<file path="src/rtl/stall_pkg.sv">
// Package stall_pkg
// Shared definitions for the phase-aware stall controller.
// Assumes: exactly two phases; channel masks are N_CH bits wide.
package stall_pkg;

    // Default number of channels that the wrapped module owns
    localparam int unsigned DEF_N_CH = 3;

    // Phase of the wrapped module, held in a single state bit
    typedef enum logic {
        PH_FIRST  = 1'b0,
        PH_SECOND = 1'b1
    } phase_e;

    // Default need masks: phase 0 uses channels 0 and 2, phase 1 uses 1 and 2
    localparam logic [DEF_N_CH-1:0] DEF_NEED_P0 = 3'b101;
    localparam logic [DEF_N_CH-1:0] DEF_NEED_P1 = 3'b110;

endpackage

</file>
<file path="src/rtl/stall_flag_sampler.sv">
// Module stall_flag_sampler
// Registers the per-channel availability flags on the rising edge of the
// free-running clock. The enable logic and the next-state logic therefore
// both see one stable set of flags for the whole cycle.
// Assumes: flags are synchronous to clk.
module stall_flag_sampler #(
    parameter int unsigned N_CH = stall_pkg::DEF_N_CH
) (
    input  logic            clk,
    input  logic            rst_n,
    input  logic [N_CH-1:0] avail_i,
    output logic [N_CH-1:0] avail_q
);

    // Capture the flags once per cycle; clear them in reset
    always_ff @(posedge clk) begin
        if (!rst_n) avail_q <= '0;
        else        avail_q <= avail_i;
    end

endmodule

</file>
<file path="src/rtl/stall_phase_fsm.sv">
// Module stall_phase_fsm
// Two-phase state machine of the wrapped module. It picks the need mask
// for the current phase and computes the fire term (all needed channels
// available). Its state flop advances only when the registered enable is
// high, which models the gated clock as a clock-enable.
// Assumes: avail_q changes only at rising edges; step_en is the fire term
// registered on the falling edge.
module stall_phase_fsm #(
    parameter int unsigned            N_CH    = stall_pkg::DEF_N_CH,
    parameter logic [N_CH-1:0]        NEED_P0 = stall_pkg::DEF_NEED_P0,
    parameter logic [N_CH-1:0]        NEED_P1 = stall_pkg::DEF_NEED_P1
) (
    input  logic            clk,
    input  logic            rst_n,
    input  logic            step_en,
    input  logic [N_CH-1:0] avail_q,
    output logic            phase_o,
    output logic            fire_o
);
    import stall_pkg::*;

    phase_e          state_q;
    logic [N_CH-1:0] need_mask;
    logic [N_CH-1:0] chan_sat;
    logic            next_y;

    // Select the channels that the current phase depends on
    always_comb begin
        need_mask = (state_q == PH_FIRST) ? NEED_P0 : NEED_P1;
    end

    // A channel is satisfied if it is available or not needed now
    for (genvar ch = 0; ch < N_CH; ch++) begin : g_sat
        assign chan_sat[ch] = avail_q[ch] | ~need_mask[ch];
    end

    // Fire term and next-state value (next is 1 only when firing in phase 0)
    always_comb begin
        fire_o = &chan_sat;
        next_y = (state_q == PH_FIRST) && fire_o;
    end

    // State flop on the modelled gated clock
    always_ff @(posedge clk) begin
        if (!rst_n)       state_q <= PH_FIRST;
        else if (step_en) state_q <= phase_e'(next_y);
    end

    assign phase_o = state_q;


    phase_toggle_chk: assert property (@(posedge clk) disable iff (!rst_n)
        step_en |=> (phase_o != $past(phase_o)));


    phase_hold_chk: assert property (@(posedge clk) disable iff (!rst_n)
        !step_en |=> $stable(phase_o));


    phase_reset_chk: assert property (@(posedge clk)
        !rst_n |=> (phase_o == 1'b0));

endmodule

</file>
<file path="src/rtl/stall_enable_reg.sv">
// Module stall_enable_reg
// Captures the fire term on the falling clock edge. The enable that reaches
// the clock gate or the clock-enable pins is then steady while clk is high.
// Assumes: fire_i settles within half a clock period after the rising edge.
module stall_enable_reg (
    input  logic clk,
    input  logic rst_n,
    input  logic fire_i,
    output logic en_q
);

    // Falling-edge capture of the enable; cleared in reset
    always_ff @(negedge clk) begin
        if (!rst_n) en_q <= 1'b0;
        else        en_q <= fire_i;
    end


    en_reset_chk: assert property (@(negedge clk)
        !rst_n |=> !en_q);

endmodule

</file>
<file path="src/rtl/stall_wrapper_ctrl.sv">
// Module stall_wrapper_ctrl
// Top of the phase-aware stall controller. Flags are sampled at the rising
// edge. The fire term is built from the current phase's need mask and is
// registered at the falling edge into the module clock-enable. The phase
// advances only on enabled cycles.
// Assumes: a single free-running clock; synchronous active-low reset.
module stall_wrapper_ctrl #(
    parameter int unsigned     N_CH    = stall_pkg::DEF_N_CH,
    parameter logic [N_CH-1:0] NEED_P0 = stall_pkg::DEF_NEED_P0,
    parameter logic [N_CH-1:0] NEED_P1 = stall_pkg::DEF_NEED_P1
) (
    input  logic            clk,
    input  logic            rst_n,
    input  logic [N_CH-1:0] chan_ok_i,
    output logic            mod_clk_en_o,
    output logic            phase_o
);

    logic [N_CH-1:0] flags_q;
    logic            fire;

    stall_flag_sampler #(.N_CH(N_CH)) u_sampler (
        .clk     (clk),
        .rst_n   (rst_n),
        .avail_i (chan_ok_i),
        .avail_q (flags_q)
    );

    stall_phase_fsm #(
        .N_CH    (N_CH),
        .NEED_P0 (NEED_P0),
        .NEED_P1 (NEED_P1)
    ) u_fsm (
        .clk     (clk),
        .rst_n   (rst_n),
        .step_en (mod_clk_en_o),
        .avail_q (flags_q),
        .phase_o (phase_o),
        .fire_o  (fire)
    );

    stall_enable_reg u_en (
        .clk    (clk),
        .rst_n  (rst_n),
        .fire_i (fire),
        .en_q   (mod_clk_en_o)
    );


    en_needs_met_chk: assert property (@(posedge clk) disable iff (!rst_n)
        mod_clk_en_o |-> ((flags_q & (phase_o ? NEED_P1 : NEED_P0))
                          == (phase_o ? NEED_P1 : NEED_P0)));


    unneeded_no_stall_chk: assert property (@(posedge clk) disable iff (!rst_n)
        ((flags_q & (phase_o ? NEED_P1 : NEED_P0))
         == (phase_o ? NEED_P1 : NEED_P0)) |-> mod_clk_en_o);

endmodule

</file>
<file path="config.mk">
export PLATFORM = sky130hd
export DESIGN_NAME = stall_wrapper_ctrl
export DESIGN_NICKNAME = d
export VERILOG_FILES = /design/src/rtl/stall_pkg.sv /design/src/rtl/stall_flag_sampler.sv /design/src/rtl/stall_phase_fsm.sv /design/src/rtl/stall_enable_reg.sv /design/src/rtl/stall_wrapper_ctrl.sv
export SDC_FILE = /design/constraint.sdc
export NUM_CORES = 1
export LEC_CHECK = 0
export BUFFER_PORTS_ARGS = -buffer_cell sky130_fd_sc_hd__buf_2
export CAP_MARGIN = 20
export CORE_AREA = 3 3 40 42
export DETAILED_ROUTE_END_ITERATION = 12
export DIE_AREA = 0 0 43 45
export HOLD_SLACK_MARGIN = 0.02
export PLACE_DENSITY_LB_ADDON = 0.12
export SLEW_MARGIN = 0
export SYNTH_ARGS = -nofsm -noshare
export SYNTH_HDL_FRONTEND = slang
export SYNTH_SLANG_ARGS = --single-unit
</file>
<file path="constraint.sdc">
create_clock -name clk -period 0.8 [get_ports clk]
set_input_delay 0 -clock clk [delete_from_list [all_inputs] [get_ports clk]]
set_output_delay 0 -clock clk [all_outputs]
set_load 0.01 [all_outputs]
</file>
Word-level counts from Yosys, hierarchy flattened --
Cells that the tools add are included.
Word-level totals: register bits 5, input bits 5, output and inout port bits 2, word-level logic and storage cells 13
Operators by class: mux-type cells 1, bitwise logic cells 7, reductions and logical operators 2
Operator list (count):
- 1-bit NOT | 3
- 1-bit OR | 3
- 3-bit AND reduction | 1
- 2-bit two-way mux | 1
- 1-bit logical AND | 1
- 1-bit NOT, first input constant | 1

Longest topological paths before layout --
depth in word-level cells 5, gate-level depth with buffers 2, mapped depth without buffers 2

By module --
A second synthesis with hierarchy kept.
Unflattened totals: cells, all modules 15, area total of the unflattened synthesis 167.7 um^2
Modules (own cells, without submodules):
- stall_flag_sampler | times used 1, cells an instance 6, area each 78.8 um^2, seq. area each 60.1 um^2
- stall_phase_fsm | times used 1, cells an instance 6, area each 58.8 um^2, seq. area each 20.0 um^2
- stall_enable_reg | times used 1, cells an instance 3, area each 30.0 um^2, seq. area each 20.0 um^2

==> flow_metrics.py <==
metrics = {
    "yosys": {
        "ys_ff_latch": 5,
        "yosys.cell_types.count": 9,
        "netlist_area_um2": 163,
        "synthSimpleGateAreaFrac_pct": 25.4,
        "yosysSeqAreaShare_pct": 61.5,
        "syn_avg_cell_area_um2": 10.8,
        "syn_inst": 15,
        "syn_nets": 20,
        "synth_xor_area_share_pct": 0,
        "synth_top_family_by_area": "simple AND/OR/NAND/NOR gates",
        "synth_mux_area_share_pct": 6.15,
        "synth_fa_ha_area_share_pct": 0,
        "synth.yosys.warnings": 0,
        "synth_compound_area_share_pct": 4.62,
    },
    "clocking": {
        "clock_sinks": 5,
        "path_clk_slew_ps": 40,
        "clockBufferDepth": 2,
        "clock_latency_ps": 290,
        "htreeDepth": 1,
        "cts_root_buffer": "clkbuf_4",
        "cts_tree": "done",
        "numCtsBuffers": 3,
    },
    "sta": {
        "drv_slew": 0,
        "grt_setup_unrepaired": "true",
        "slew_headroom_pct": 91.3,
        "final_hold_viol_count": 0,
        "whs_ps": 85.9,
        "setup_viol": 4,
        "finClkSkew_ps": 51.7,
        "max_slew.worst_pin.slew_ps": 126,
        "fin_ws_ps": -417,
    },
    "power_and_ir_drop": {
        "power-per-cell-area_nw_per_um2": 2130,
        "pwr-share-comb_pct": 5.9,
        "swShare_pct": 17.0,
        "pwr-share-seq_pct": 34.0,
        "clkPwrFrac_pct": 60.1,
        "internal_power_w": 0.000635,
        "p_leak_nw": 0.165,
        "worst_ir_drop_vdd_mv": 0.875,
        "p_sw_w": 0.000130,
    },
    "grt": {
        "first_global_vias": 144,
        "grt_pass1_wl_um": 593,
        "grt-ovfl-total": 0,
        "grt_start_max_net_pins": 5,
        "antenna_found_initial": 0,
        "track_usage_pct": 5.25,
    },
    "placed_design": {
        "hpwl_um": 250,
        "globalplace.congestion": 0.631,
        "portBuffers": 6,
        "post-place-ws_ps": -269,
        "dp_cells": 40,
    },
    "floorplan": {
        "io_pins": 7,
        "start_util_pct": 12.7,
        "die_area_um2": 1940,
        "rows": 13,
        "core_um2": 1280,
        "fp.dieW_um": 43,
        "die_y_um": 45,
    },
    "hold_path": {
        "hp-class": "in -> reg",
    },
    "detailed_routing": {
        "wl_per_cell_um": 7.69,
        "dr.pass1.iters": 2,
        "route.antenna.remaining_nets": 0,
        "num_vias": 161,
        "drc": 0,
        "viasPerCell": 3.29,
        "drt_iter0_drc": 2,
        "routed_wl_um": 377,
    },
    "setup_path": {
        "cp.arrival_ps": 1220,
        "start_kind": "register",
        "critical_path_class": "reg -> out",
        "cp_max_fo": 2,
        "worstPathRequired_ps": 800,
        "worstSetupEndpointType": "primary output",
    },
    "layout": {
        "final_util_pct": 27.9,
        "area_delta_synth_final_pct": 121,
        "layout-drive-gt1-share_pct": 55.9,
        "nets": 40,
        "antenna_cells": 0,
        "fin_cells": 49,
        "n_fill_cell": 134,
    },
    "job": {
        "cap_violations": 0,
    },
    "outcome": {
        "outcome": "complete, but fails checks",
        "violations": "negative setup slack",
    },
}
[repair_timing]
| item | in CTS | in global routing |
|---|---|---|
| gates cloned | 0 | 0 |
| pin swaps | 1 | 0 |
| hold buffers | 3 | 0 |
| setup endpoints to repair | 4 | 4 |
| endpoints found under the hold margin | 3 | 0 |
| resized for setup | 6 | 1 |
| buffers inserted | 1 | 2 |
[cells in the mapped netlist]
cell type | instances | share of area, %
mux2i_1 | 1 | 6.2
nand4b_1 | 1 | 5.4
nand2_1 | 1 | 2.3
nand2b_1 | 1 | 3.8
dfxtp_1 | 5 | 62
inv_1 | 1 | 2.3
nor2_1 | 1 | 2.3
and2_1 | 3 | 12
a21boi_1 | 1 | 4.6
[layout make-up]
class	count	area, µm²	share of cell area, %
clock buffers	3	22.5	6.27
multi-input cells	9	66.3	18.5
clock inverters	2	21.3	5.92
well taps	15	18.8	5.23
flip-flops and latches	5	105	29.3
repair buffers	15	125	34.8
[sequential cells by signal, summed over array words and instances, names as in the netlist]
register           count
u_sampler.avail_q      3
u_en.en_q              1
u_fsm.phase_o          1
[critical path: stages (launching register included)]
cell	delay [ps]
dfxtp_2	310
buf_6	110
buf_6	110
[path summary, 6_finish.rpt]
check / from / end / slack [ps] / depth (start not counted)
setup reg to reg: u_en.en_q$_SDFF_NN0_ / u_fsm.phase_o$_SDFFE_PN0P_ / -390 / 3
setup / recovery: u_en.en_q$_SDFF_NN0_ / mod_clk_en_o / -420 / 2
hold reg to reg: u_sampler.avail_q[0]$_SDFF_PN0_ / u_fsm.phase_o$_SDFFE_PN0P_ / 480 / 2
hold / removal: rst_n / u_sampler.avail_q[2]$_SDFF_PN0_ / 90 / 3
[cells by family (layout without fill, tap and decap cells)]
kind of cell	count (synthesis)	after routing
flops	5	5
compound gates	1	1
buf+inv	1	20
simple gates	7	7
mux	1	1
[stage by stage]
stage | area, µm² | power (W) | TNS (ps)
2_1_floorplan | 166 | 0.000288 | -526
3_5_place_dp | 245 | 0.000311 | -669
4_1_cts | 352 | 0.000786 | -1090
3_3_place_gp | 245 | 0.000311 | -658
6_report | 359 | 0.000765 | -1040
5_1_grt | 359 | 0.000811 | -1150
[per-layer routing]
layer | part of all wire (%) | track usage [%]
met4 | 7.2 | 10.8
met3 | 9.3 | 3.59
met1 | 44 | 4.84
met2 | 39 | 4.79
met5 | 0 | 0
[power groups by stage]
stage / combinational, W / clock (W) / sequential, W
finish: 0.0000451 / 0.000460 / 0.000260
global route: 0.0000503 / 0.000500 / 0.000260
CTS: 0.0000455 / 0.000480 / 0.000260
detailed placement: 0.0000306 / 0.0000156 / 0.000264
global placement: 0.0000303 / 0.0000156 / 0.000265
floorplan: 0.00000854 / 0.0000156 / 0.000264
[cells in the final DEF, fill, tap and decap left out, drive strengths merged]
cell | netlist | final
a21boi | 1 | 1
and2 | 3 | 3
buf | 0 | 12
bufinv | 0 | 1
clkbuf | 0 | 3
dfxtp | 5 | 5
dlygate4sd3 | 0 | 3
inv | 1 | 1
mux2i | 1 | 1
nand2 | 1 | 1
nand2b | 1 | 1
nand4b | 1 | 1
nor2 | 1 | 1
(Power assumes the default switching activity.)
